==> src/rtl/ptp_txts_pkg.sv <==
package ptp_txts_pkg;
   localparam int TIME_W   = 64;
   localparam int WORD_W   = 32;
   localparam int MSGT_W   = 4;
   localparam int WDATA_W  = 2;
   // register offsets inside one channel window
   localparam int OFF_LO   = 0;
   localparam int OFF_HI   = 4;
   localparam int OFF_EVT  = 8;
   localparam int OFF_CTL  = 12;
   // event register bit positions
   localparam int EVT_TXS  = 0;
   localparam int EVT_OVR  = 1;
   // message-type codes
   localparam logic [MSGT_W-1:0] MT_SYNC = 4'h0;
   localparam logic [MSGT_W-1:0] MT_DREQ = 4'h1;
endpackage

==> src/rtl/ptp_txts_qualify.sv <==
module ptp_txts_qualify
   import ptp_txts_pkg::*;
#(
   parameter logic [MSGT_W-1:0] SYNC_CODE = MT_SYNC,
   parameter logic [MSGT_W-1:0] DREQ_CODE = MT_DREQ
) (
   input  logic              is_master,
   input  logic              det,
   input  logic [MSGT_W-1:0] mtype,
   output logic              qual
);
   logic [MSGT_W-1:0] want;

   if (SYNC_CODE == DREQ_CODE) begin : g_bad_codes
      $error("ptp_txts_qualify: Sync and Delay_Req codes must differ");
   end

   assign want = is_master ? SYNC_CODE : DREQ_CODE;
   assign qual = det && (mtype == want);
endmodule

==> src/rtl/ptp_txts_channel.sv <==
module ptp_txts_channel
   import ptp_txts_pkg::*;
(
   input  logic               clk,
   input  logic               rst_n,
   input  logic [TIME_W-1:0]  sys_time,
   input  logic               qual,
   input  logic               wr_evt,
   input  logic               wr_ctl,
   input  logic [WDATA_W-1:0] wdata,
   output logic [TIME_W-1:0]  snap,
   output logic               txs,
   output logic               ovr,
   output logic               ien,
   output logic               irq
);
   logic clr_txs, clr_ovr, take, drop;

   assign clr_txs = wr_evt && wdata[EVT_TXS];
   assign clr_ovr = wr_evt && wdata[EVT_OVR];
   // a clear in the same cycle frees the lock, so the capture wins
   assign take    = qual && (!txs || clr_txs);
   assign drop    = qual && txs && !clr_txs;

   always_ff @(posedge clk) begin
      if (!rst_n) begin
         snap <= '0;
         txs  <= 1'b0;
         ovr  <= 1'b0;
         ien  <= 1'b0;
      end else begin
         if (take) snap <= sys_time;
         txs <= take || (txs && !clr_txs);
         ovr <= drop || (ovr && !clr_ovr);
         if (wr_ctl) ien <= wdata[0];
      end
   end

   assign irq = txs && ien;

   // a locked snapshot holds its value
   p_locked_hold_r5: assert property (@(posedge clk) disable iff (!rst_n)
      (txs && !clr_txs) |=> $stable(snap));
   // capture samples time on the pulse cycle
   p_capture_time_r3: assert property (@(posedge clk) disable iff (!rst_n)
      (qual && !txs) |=> (txs && snap == $past(sys_time)));
   // a write without bit 0 leaves txs set
   p_txs_sticky_r4: assert property (@(posedge clk) disable iff (!rst_n)
      (txs && !clr_txs) |=> txs);
   // a dropped event leaves overrun set
   p_overrun_set_r6: assert property (@(posedge clk) disable iff (!rst_n)
      (qual && txs && !clr_txs) |=> ovr);
   // clear and capture in one cycle keeps txs
   p_capture_wins_r7: assert property (@(posedge clk) disable iff (!rst_n)
      (qual && clr_txs) |=> (txs && snap == $past(sys_time)));
   // no interrupt without a pending snapshot
   p_irq_needs_txs_r9: assert property (@(posedge clk) disable iff (!rst_n)
      !txs |-> !irq);
endmodule

==> src/rtl/ptp_txts_capture.sv <==
module ptp_txts_capture
   import ptp_txts_pkg::*;
#(
   parameter int NUM_CH    = 3,
   parameter int ADDR_W    = 8,
   parameter int LO_BASE   = 'h48,
   parameter int CH_STRIDE = 'h20
) (
   input  logic                     clk,
   input  logic                     rst_n,
   input  logic [TIME_W-1:0]        sys_time,
   input  logic [NUM_CH-1:0]        chan_master,
   input  logic [NUM_CH-1:0]        tx_det,
   input  logic [NUM_CH*MSGT_W-1:0] tx_msg_type,
   input  logic [ADDR_W-1:0]        bus_addr,
   input  logic                     bus_wr,
   input  logic [WDATA_W-1:0]       bus_wdata,
   output logic [WORD_W-1:0]        bus_rdata,
   output logic [NUM_CH*WORD_W-1:0] snap_lo,
   output logic [NUM_CH*WORD_W-1:0] snap_hi,
   output logic [NUM_CH-1:0]        txs_flag,
   output logic [NUM_CH-1:0]        irq
);
   localparam int LAST_ADDR = LO_BASE + (NUM_CH - 1) * CH_STRIDE + OFF_CTL;

   if (NUM_CH < 1) begin : g_bad_nch
      $error("ptp_txts_capture: NUM_CH must be at least 1");
   end
   if (CH_STRIDE < OFF_CTL + 4) begin : g_bad_stride
      $error("ptp_txts_capture: channel windows overlap");
   end
   if (LAST_ADDR >= (1 << ADDR_W)) begin : g_bad_addr
      $error("ptp_txts_capture: ADDR_W too narrow for the register windows");
   end

   logic [ADDR_W-1:0] ch_base [NUM_CH];
   logic [TIME_W-1:0] ch_snap [NUM_CH];
   logic [NUM_CH-1:0] ch_ovr, ch_ien;

   for (genvar c = 0; c < NUM_CH; c++) begin : g_ch
      logic qual, wr_evt, wr_ctl;

      assign ch_base[c] = ADDR_W'(LO_BASE + c * CH_STRIDE);
      assign wr_evt = bus_wr && (bus_addr == ch_base[c] + ADDR_W'(OFF_EVT));
      assign wr_ctl = bus_wr && (bus_addr == ch_base[c] + ADDR_W'(OFF_CTL));

      ptp_txts_qualify u_qual (
         .is_master (chan_master[c]),
         .det       (tx_det[c]),
         .mtype     (tx_msg_type[c*MSGT_W +: MSGT_W]),
         .qual      (qual)
      );

      ptp_txts_channel u_chan (
         .clk      (clk),
         .rst_n    (rst_n),
         .sys_time (sys_time),
         .qual     (qual),
         .wr_evt   (wr_evt),
         .wr_ctl   (wr_ctl),
         .wdata    (bus_wdata),
         .snap     (ch_snap[c]),
         .txs      (txs_flag[c]),
         .ovr      (ch_ovr[c]),
         .ien      (ch_ien[c]),
         .irq      (irq[c])
      );

      assign snap_lo[c*WORD_W +: WORD_W] = ch_snap[c][WORD_W-1:0];
      assign snap_hi[c*WORD_W +: WORD_W] = ch_snap[c][TIME_W-1:WORD_W];
   end

   always_comb begin
      bus_rdata = '0;
      for (int c = 0; c < NUM_CH; c++) begin
         if (bus_addr == ch_base[c] + ADDR_W'(OFF_LO))
            bus_rdata = ch_snap[c][WORD_W-1:0];
         else if (bus_addr == ch_base[c] + ADDR_W'(OFF_HI))
            bus_rdata = ch_snap[c][TIME_W-1:WORD_W];
         else if (bus_addr == ch_base[c] + ADDR_W'(OFF_EVT))
            bus_rdata = {{(WORD_W-2){1'b0}}, ch_ovr[c], txs_flag[c]};
         else if (bus_addr == ch_base[c] + ADDR_W'(OFF_CTL))
            bus_rdata = {{(WORD_W-1){1'b0}}, ch_ien[c]};
      end
   end

   // flags come out of reset clear
   p_reset_clear_r8: assert property (@(posedge clk)
      !rst_n |=> (txs_flag == '0 && irq == '0));
endmodule

==> config.mk <==
export PLATFORM = sky130hd
export DESIGN_NAME = ptp_txts_capture
export DESIGN_NICKNAME = d
export VERILOG_FILES = /design/src/rtl/ptp_txts_pkg.sv /design/src/rtl/ptp_txts_qualify.sv /design/src/rtl/ptp_txts_channel.sv /design/src/rtl/ptp_txts_capture.sv
export SDC_FILE = /design/constraint.sdc
export NUM_CORES = 1
export LEC_CHECK = 0
export ABC_AREA = 1
export BUFFER_PORTS_ARGS = -buffer_cell sky130_fd_sc_hd__buf_2
export CAP_MARGIN = 20
export CORE_MARGIN = 4
export CORE_UTILIZATION = 35
export DETAILED_ROUTE_END_ITERATION = 6
export GPL_TIMING_DRIVEN = 0
export PLACE_DENSITY = 0.67
export SYNTH_ARGS = -nofsm -noshare
export SYNTH_HDL_FRONTEND = slang
export SYNTH_SLANG_ARGS = --single-unit
==> constraint.sdc <==
create_clock -name clk -period 1.8 [get_ports clk]
set_input_delay 0.36 -clock clk [delete_from_list [all_inputs] [get_ports clk]]
set_output_delay 0.36 -clock clk [all_outputs]
set_load 0.05 [all_outputs]
==> flow_summary_export.csv <==
group,metric,value,unit
synth,synth_top_area_share,45.92,%
synth,synthesis.nets,1312,
worst_setup_path,critPathCaptureType,"output port",
sta,finalMaxSlewViolations,0,
power_and_ir_drop,seq_power_share,43.6,%
power_and_ir_drop,p_leak,6.177,nW
power_and_ir_drop,intPower,7.783,mW
sta,slew_headroom,49.33,%
clock_network,cts_sinks,201,
power_and_ir_drop,peakVddDrop,0.4998,mV
power_and_ir_drop,pwr-share-clk,44.5,%
run_status,status,"finished with violations",
worst_setup_path,crit_top_cell,"buf_6",
worst_setup_path,crit_path_start_kind,"primary input",
sta,tightest_slew,0.7600,ns
place,dp_cells,1863,
worst_setup_path,r2r_slack,0.41,ns
sta,timing.final.crit_share,120.0,%
place,hpwl,27960,um
power_and_ir_drop,p_switching,2.925,mW
clock_network,cts_tree,"yes",
sta,fin_ws,-0.3597,ns
worst_setup_path,path_class,"primary input to output port",
clock_network,clk_pin_slew,0.07,ns
synth,synth_warnings,0,
clock_network,htreeDepth,1,
clock_network,clock-root-buffer,"clkbuf_16",
worst_setup_path,path_cells,"buf_8, inv_8, nand2_8, nor2_4, and2_4, buf_12, buf_6, a21oi_1, nand3_2, o211ai_1, a21oi_4, buf_6",
floorplan,die_x,166.2,um
synth,syn_inst,1217,
place,routabilityCongestion,0.8663,
global_route,grt_max_degree,14,
power_and_ir_drop,power_frac_comb,12.0,%
run,maxCapViolCount,0,
min_path,holdCritStartpoint,"sys_time[63]",
clock_network,cts_hold_buf,0,
drt,via_count,10070,
floorplan,pin_count,325,
sta,min_period,2.160,ns
worst_setup_path,r2r_cells,6,
drt,drt.antenna.violating_nets,0,
run_status,violations,"setup timing",
floorplan,core_area,24460,um^2
final_layout,layout_common_cells,"396 x nor2_1, 282 x buf_2, 200 x dfxtp_1",
sta,fmax,463.0,MHz
worst_setup_path,path_buf_inv,5,
final_layout,layoutNonFillerInstCount,1935,
synth,netlist_area,8762,um^2
synth,synth_cell_types,30,
synth,synth_area_per_cell,7.200,um^2
sta,rsz0062_at_grt,"yes",
worst_setup_path,cpPeakStageDelay,0.19,ns
worst_setup_path,cp_max_fo,6,
synth,yosysTopAreaCell,"dfxtp_1",
final_layout,drive_above_1_share,35.59,%
global_route,grt_pass1_wl,60200,um
power_and_ir_drop,swShare,27.32,%
synth,yosysSeqAreaShare,45.92,%
drt,drc,0,
sta,fin_worst_skew,0.01287,ns
synth,yosys_register_bits,201,
worst_setup_path,critical-path-top-delay-family,"buffers and inverters",
final_layout,final_common_cell,"nor2_1",
final_layout,area_growth,51.99,%
clock_network,clk_latency,0.52,ns
power_and_ir_drop,power_density,804.0,nW/um^2
sta,setup_viol_count_final,32,
global_route,overflow,0,
drt,first_pass_iters,5,
worst_setup_path,cpMaxStageDelayCell,"and2_4",
drt,first_iter_violations,831,
floorplan,dieArea,27630,um^2
sta,hold_viol,0,
drt,wire_per_inst,21.07,um
final_layout,nets,1689,
place,io_buffer_count,322,
drt,via_per_inst,5.202,
min_path,worstHoldPathType,"primary input to register",
final_layout,fin_util,54.44,%
worst_setup_path,r2r_end,"g_ch[1].u_chan.snap[15]",
global_route,track_usage,27.82,%
floorplan,die_y,166.2,um
worst_setup_path,cp_data_arrival_time,1.80,ns
floorplan,num_rows,57,
worst_setup_path,timing.rr.start,"g_ch[1].u_chan.txs",
synth,synthTopCellsByArea,"dfxtp_1 46%, nor2_1 17%, o21ai_1 9.8%",
drt,drt-total-wl,40770,um
floorplan,initial_core_util,35.82,%
min_path,holdPathEnd,"g_ch[2].u_chan.snap[63]",
worst_setup_path,worstPathRequired,1.44,ns
min_path,hold_depth,3,
global_route,grt_pass1_vias,10040,
clock_network,numCtsBuffers,23,
global_route,grt_antenna_before_repair,2,
clock_network,clockBufferDepth,3,
## per-layer routing
| metal | track usage, % | vias up | routed length, um |
|---|---|---|---|
| li1 | - | 4735 | - |
| met5 | 0 | - | 9 |
| met2 | 47.21 | 557 | 19150 |
| met4 | 11.49 | 2 | 1491 |
| met1 | 33.72 | 4665 | 16180 |
| met3 | 7.046 | 107 | 3933 |
## cell families after synthesis
| kind of cell | Yosys count | synth area share, % |
|---|---|---|
| xor+xnor | 3 | 0.2999 |
| buf+inv | 119 | 8.853 |
| simple gates | 643 | 29.36 |
| compound gates | 251 | 15.56 |
| flops | 201 | 45.92 |
## metrics by stage
stage / power, mW / hold slack (ns) / setup slack, ns / TNS (ns) / cell area, um^2
after CTS: 10.72 / 0.09289 / -0.3691 / -9.179 / 13040
after global routing: 11.04 / 0.1096 / -0.4150 / -10.56 / 13320
after global placement: 5.944 / 0.4547 / -0.7306 / -37.53 / 11130
final: 10.71 / 0.1023 / -0.3597 / -9.138 / 13320
after floorplan: 5.516 / 0.4420 / -0.1360 / -2.865 / 9117
after detailed placement: 5.960 / 0.4545 / -0.7366 / -41.14 / 11130
## worst reg2reg max path: cells and delay by family (launching register included)
| kind | cells | cell delay (ns) |
|---|---|---|
| flops | 1 | 0.37 |
| buf+inv | 2 | 0.51 |
| simple gates | 4 | 0.42 |
## flip-flops by register name, summed over array words and instances (netlist names)
| signal | flops |
|---|---|
| g_ch.u_chan.ovr | 3 |
| g_ch.u_chan.snap | 192 |
| g_ch.u_chan.ien | 3 |
| g_ch.u_chan.txs | 3 |
## cell type report
| class | count | area, um^2 |
|---|---|---|
| antenna | 1 | 2.502 |
| buffer | 87 | 970.9 |
| clock buffer | 33 | 663.1 |
| clock inverter | 8 | 97.59 |
| fill | 2335 | 11140 |
| inverter | 32 | 188.9 |
| multi-input combinational | 897 | 4627 |
| sequential | 201 | 4028 |
| tap | 324 | 405.4 |
| timing repair buffer | 352 | 2335 |
## what timing repair did
action / CTS / global route
setup buffers: 19 / 5
gates cloned: 6 / 1
pin swaps: 27 / 22
gates resized for setup: 202 / 58
endpoints found under the setup margin: 32 / 32
## power by group through the flow
| stage | combinational, mW | sequential, mW | clock, mW |
|---|---|---|---|
| floorplan | 0.422 | 5.09 | 0 |
| global placement | 1.20 | 4.75 | 0 |
| detailed placement | 1.21 | 4.75 | 0 |
| CTS | 1.26 | 4.66 | 4.80 |
| global route | 1.37 | 4.67 | 4.99 |
| finish | 1.28 | 4.66 | 4.76 |
## how the worst max path moves through the flow
stage	start	slack (ns)	cells after the start	endpoint
floorplan	bus_addr[7]	-0.14	9	bus_rdata[12]
global placement	bus_addr[7]	-0.73	9	bus_rdata[30]
detailed placement	bus_addr[7]	-0.74	9	bus_rdata[30]
CTS	bus_addr[0]	-0.37	11	bus_rdata[23]
global route	bus_addr[0]	-0.41	12	bus_rdata[29]
finish	bus_addr[0]	-0.36	12	bus_rdata[29]
## Yosys cell counts, drive strengths merged
cell and n:
a21oi 27, a221oi 17, a22o 11, and2 2, buf 56, clkbuf 31
clkinv 3, dfxtp 201, inv 29, nand2 176, nand3 37, nand4 12
nor2 405, nor3 5, nor4 2, o211ai 1, o21ai 195, or2 4
xnor2 3
Note: power is estimated with default switching activity, not from simulation.
